==> config.mk <==
export PLATFORM = sky130hd
export DESIGN_NAME = rsb_unit
export DESIGN_NICKNAME = d
export VERILOG_FILES = /design/src/rtl/rsb_pkg.sv /design/src/rtl/rsb_shifter.sv /design/src/rtl/rsb_bitops.sv /design/src/rtl/rsb_unit.sv
export SDC_FILE = /design/constraint.sdc
export NUM_CORES = 1
export LEC_CHECK = 0
export BUFFER_PORTS_ARGS = -buffer_cell sky130_fd_sc_hd__buf_2
export CAP_MARGIN = 15
export CORE_UTILIZATION = 45
export DETAILED_ROUTE_END_ITERATION = 16
export PLACE_DENSITY = 0.78
export SLEW_MARGIN = 0
export SYNTH_ARGS = -nofsm -noshare
export SYNTH_HDL_FRONTEND = slang
export SYNTH_SLANG_ARGS = --single-unit
==> constraint.sdc <==
create_clock -name vclk -period 3.8
set_input_delay 0.76 -clock vclk [all_inputs]
set_output_delay 0.76 -clock vclk [all_outputs]
set_load 0.03 [all_outputs]
==> src/rtl/rsb_pkg.sv <==
package rsb_pkg;
  typedef enum logic [3:0] {
    OP_ROL_C  = 4'd0,
    OP_ROR_C  = 4'd1,
    OP_ROL_K  = 4'd2,
    OP_ROR_K  = 4'd3,
    OP_SHL_A  = 4'd4,
    OP_SHR_A  = 4'd5,
    OP_SHR_L  = 4'd6,
    OP_NSWAP  = 4'd7,
    OP_AROL_C = 4'd8,
    OP_AROR_C = 4'd9,
    OP_AROL_K = 4'd10,
    OP_AROR_K = 4'd11,
    OP_BTEST  = 4'd12,
    OP_BSET   = 4'd13,
    OP_BCLR   = 4'd14,
    OP_NONE   = 4'd15
  } rsb_op_e;

  typedef struct packed {
    logic z;
    logic n;
    logic h;
    logic c;
  } rsb_flags_t;
endpackage

==> src/rtl/rsb_shifter.sv <==
module rsb_shifter
  import rsb_pkg::*;
#(
  parameter int DATA_W = 8
) (
  input  rsb_op_e           op,
  input  logic [DATA_W-1:0] din,
  input  logic              cin,
  output logic [DATA_W-1:0] dout,
  output logic              cout,
  output logic              is_shift,
  output logic              is_acc
);
  localparam int MSB = DATA_W - 1;
  localparam int NIB = DATA_W / 2;

  logic go_left;
  logic fill;

  always_comb begin
    go_left  = 1'b0;
    fill     = 1'b0;
    is_shift = 1'b1;
    is_acc   = 1'b0;
    unique case (op)
      OP_ROL_C:  begin go_left = 1'b1; fill = din[MSB]; end
      OP_AROL_C: begin go_left = 1'b1; fill = din[MSB]; is_acc = 1'b1; end
      OP_ROL_K:  begin go_left = 1'b1; fill = cin; end
      OP_AROL_K: begin go_left = 1'b1; fill = cin; is_acc = 1'b1; end
      OP_SHL_A:  begin go_left = 1'b1; fill = 1'b0; end
      OP_ROR_C:  fill = din[0];
      OP_AROR_C: begin fill = din[0]; is_acc = 1'b1; end
      OP_ROR_K:  fill = cin;
      OP_AROR_K: begin fill = cin; is_acc = 1'b1; end
      OP_SHR_A:  fill = din[MSB];
      OP_SHR_L:  fill = 1'b0;
      OP_NSWAP:  fill = 1'b0;
      default:   is_shift = 1'b0;
    endcase
  end

  always_comb begin
    if (op == OP_NSWAP) begin
      dout = {din[NIB-1:0], din[DATA_W-1:NIB]};
      cout = 1'b0;
    end else if (go_left) begin
      dout = {din[MSB-1:0], fill};
      cout = din[MSB];
    end else begin
      dout = {fill, din[MSB:1]};
      cout = din[0];
    end
  end
endmodule

==> src/rtl/rsb_bitops.sv <==
module rsb_bitops
  import rsb_pkg::*;
#(
  parameter int DATA_W = 8,
  localparam int IDX_W = $clog2(DATA_W)
) (
  input  rsb_op_e           op,
  input  logic [DATA_W-1:0] din,
  input  logic [IDX_W-1:0]  idx,
  output logic [DATA_W-1:0] dout,
  output logic              bit_val
);
  logic [DATA_W-1:0] mask;

  for (genvar i = 0; i < DATA_W; i++) begin : g_dec
    assign mask[i] = (idx == IDX_W'(i));
  end

  assign bit_val = |(din & mask);

  always_comb begin
    unique case (op)
      OP_BSET: dout = din | mask;
      OP_BCLR: dout = din & ~mask;
      default: dout = din;
    endcase
  end


  always_comb begin
    idx_onehot_chk: assert ($countones(mask) == 1);
  end
endmodule

==> src/rtl/rsb_unit.sv <==
module rsb_unit
  import rsb_pkg::*;
#(
  parameter int DATA_W = 8,
  localparam int IDX_W = $clog2(DATA_W)
) (
  input  logic [DATA_W-1:0] operand,
  input  logic [IDX_W-1:0]  bit_idx,
  input  logic              carry_in,
  input  logic              z_in,
  input  logic              n_in,
  input  logic              h_in,
  input  logic [3:0]        op_sel,
  output logic [DATA_W-1:0] result,
  output logic              result_we,
  output logic              z_out,
  output logic              n_out,
  output logic              h_out,
  output logic              c_out
);
  localparam int MSB = DATA_W - 1;

  rsb_op_e           op;
  logic [DATA_W-1:0] sh_dout;
  logic [DATA_W-1:0] bo_dout;
  logic              sh_cout;
  logic              sh_valid;
  logic              sh_acc;
  logic              bo_bit;
  rsb_flags_t        nxt;

  assign op = rsb_op_e'(op_sel);

  rsb_shifter #(.DATA_W(DATA_W)) u_shift (
    .op      (op),
    .din     (operand),
    .cin     (carry_in),
    .dout    (sh_dout),
    .cout    (sh_cout),
    .is_shift(sh_valid),
    .is_acc  (sh_acc)
  );

  rsb_bitops #(.DATA_W(DATA_W)) u_bits (
    .op     (op),
    .din    (operand),
    .idx    (bit_idx),
    .dout   (bo_dout),
    .bit_val(bo_bit)
  );

  always_comb begin
    nxt       = '{z: z_in, n: n_in, h: h_in, c: carry_in};
    result    = operand;
    result_we = 1'b0;
    if (sh_valid) begin
      result    = sh_dout;
      result_we = 1'b1;
      nxt.z     = sh_acc ? 1'b0 : ~|sh_dout;
      nxt.n     = 1'b0;
      nxt.h     = 1'b0;
      nxt.c     = sh_cout;
    end else if (op == OP_BTEST) begin
      nxt.z = ~bo_bit;
      nxt.n = 1'b0;
      nxt.h = 1'b1;
    end else if (op == OP_BSET || op == OP_BCLR) begin
      result    = bo_dout;
      result_we = 1'b1;
    end
  end

  assign z_out = nxt.z;
  assign n_out = nxt.n;
  assign h_out = nxt.h;
  assign c_out = nxt.c;

  always_comb begin

    if (op == OP_ROL_C || op == OP_AROL_C)
      rol_wrap_chk: assert (result[0] == c_out && c_out == operand[MSB]);

    if (op == OP_SHR_A)
      sra_sign_chk: assert (result[MSB] == operand[MSB] && c_out == operand[0]);

    if (sh_acc)
      acc_flags_chk: assert (!z_out && !n_out && !h_out && result_we);

    if (op == OP_BTEST)
      btest_chk: assert (!result_we && h_out && !n_out && c_out == carry_in
                         && result == operand && z_out == !operand[bit_idx]);

    if (op == OP_BSET || op == OP_BCLR)
      bitwr_chk: assert (z_out == z_in && n_out == n_in && h_out == h_in
                         && c_out == carry_in && result[bit_idx] == (op == OP_BSET));
  end
endmodule

==> results.md <==
- First-pass GRT wire length: 4.30 mm
- Rel. slew slack: between 60% and 70%
- Mapped Cells: 131
- Clock buffer count: 0
- Core Util, Final: 54.9%
- Area delta synth->final: 15.5%
- Synthesized cell area: 821 um^2
- Status: completed
- Row count: 15
- Period utilisation layout: 83.7%
- Seq/Total Area, Yosys: 0%
- LEAKAGE: 0.402 nW
- Core area: around 1700 um^2
- Mean Syn Cell Area: 6.27 um^2
- Unrepaired setup endpoints after global routing: false
- Post-CTS Resized: 0
- Synth cell types: 46
- Post-cts hold buffer count: 0
- Worst slew pin tran: 0.475 ns
- Diode count: 0
- Vias: 1151
- Total Wirelength: between 2 and 3 mm
- Gr ovfl total: 0
- Maximum clock frequency: 314 MHz
- Largest net degree at the start of global routing: 21
- Total power: 146 uW
- GRT Total Usage: 28.3%
- Synth top area share: 9.15%
- Setup crit end kind: output pin
- Antenna violations before repair: 0
- Final ANT Viol Nets: 0
- Final Hold Viols: 0
- CP required: just over 3 ns
- Initial drt markers: 83
- Setup bufs post-CTS: 0
- Seq Cell Count: 0
- Drt drc: 0
- PwrDens: 154 nW/um^2
- Critical Path AT: 2.42 ns
- Die area: roughly 2000 um^2
- Final HPWL DP: 2.10 mm
- Max Cap Violations: 0
- Crit start category: input port
- Layout net count: 172
- DR WL/cell: 15.8 um
- CP max FO: 20
- Area leader, netlist: a21oi_1
- Num ports: 32
- CP Class: input port to output pin
- YS warnings: 0
- Chip height: approximately 45 um
- Final RePlAce weighted congestion: 0.935
- Period minus WS final: 3.18 ns
- Peak VDD IR: between 0.07 and 0.08 mV
- IO buf count: 32
- Hold Path Class: input port to output pin
- Final setup fails: 0
- Vias in the first global route: around 900
- Layout cells sized above 1: 30.5%
- Initial DRT Pass Iterations: 5
- Setup_tns: 0 ns
- Die width: 44.7 um
- Average vias per placed instance: between 6 and 7
- Syn Nets: 150
- Storage element area: 0 um^2
- Starting Density: 47.5%
- Max-slew violation count: 0
- Leading post-synthesis cells by cell area: a21oi_1, nor2_1, a221oi_1, o21ai_0, mux4_2
per-layer routing:
layer | wire length [um] | vias to the layer above | part of all wire [%] | track usage (%)
met3 | 277 | 13 | 10 | 0.800
met2 | 1290 | 85 | 46 | 43.8
met4 | 76 | 0 | 2.7 | 8.48
met1 | 1140 | 510 | 41 | 42.5
li1 | - | 543 | - | -
met5 | 0 | - | 0 | 0
cells in the final DEF (no fill, tap or decap), drive strengths merged, types with 4 or more instances in the layout:
cell / netlist / layout
a21oi: 16 / 16
a221oi: 6 / 6
a31oi: 5 / 5
buf: 7 / 32
nand2: 12 / 12
nand3b: 4 / 4
nand4: 4 / 4
nor2: 16 / 16
nor2b: 5 / 5
o21ai: 10 / 10
or2: 4 / 4
worst max-delay path: stages:
cell	delay, ns
buf_2	0.31
nor2_2	0.17
a221oi_1	0.35
o21ai_0	0.21
and4b_1	0.23
a41o_1	0.21
buf_2	0.17
where the power goes:
part	switching, mW	total (mW)	internal [mW]
Clock	0	0	0
Combinational	0.0953	0.146	0.0508
Sequential	0	0	0
logic make-up (layout without fill, tap and decap cells):
logic type / Yosys count / count (layout) / share of synthesized area, %
AO/OA/AOI/OAI: 54 / 54 / 43.6
multiplexers: 3 / 3 / 6.71
buffers and inverters: 15 / 35 / 9.15
AND/OR/NAND/NOR: 59 / 59 / 40.5
final timing paths:
| kind | start | end | slack (ns) | cells after the start |
|---|---|---|---|---|
| worst max-delay path | op_sel[0] | z_out | 0.62 | 7 |
| worst min-delay path | h_in | h_out | 1.89 | 4 |
stage by stage:
stage	setup WS [ns]	instances	hold WS, ns	instance area, um^2
after global routing	0.484	176	1.92	948
after floorplan	0.847	131	1.73	821
after CTS	0.659	176	1.89	948
after detailed placement	0.654	176	1.89	948
final	0.619	176	1.89	948
after global placement	0.694	176	1.89	948
area by class of cell:
type                       count  area, um^2
fill                         188         778
timing repair buffer          32         160
tap                           25        31.3
multi-input combinational    116         746
inverter                       3        11.3
Yosys cell counts (3+ instances only):
library cell and number:
a31oi_1 5, nor2_1 14, clkbuf_1 5, buf_2 3, a221oi_1 6, o21ai_0 9
o31ai_1 3, nand4_1 4, nand3b_1 3, nand3_1 3, nand2_1 12, a21oi_1 15
inv_1 3, nor2b_1 5
(Power assumes the default switching activity.)
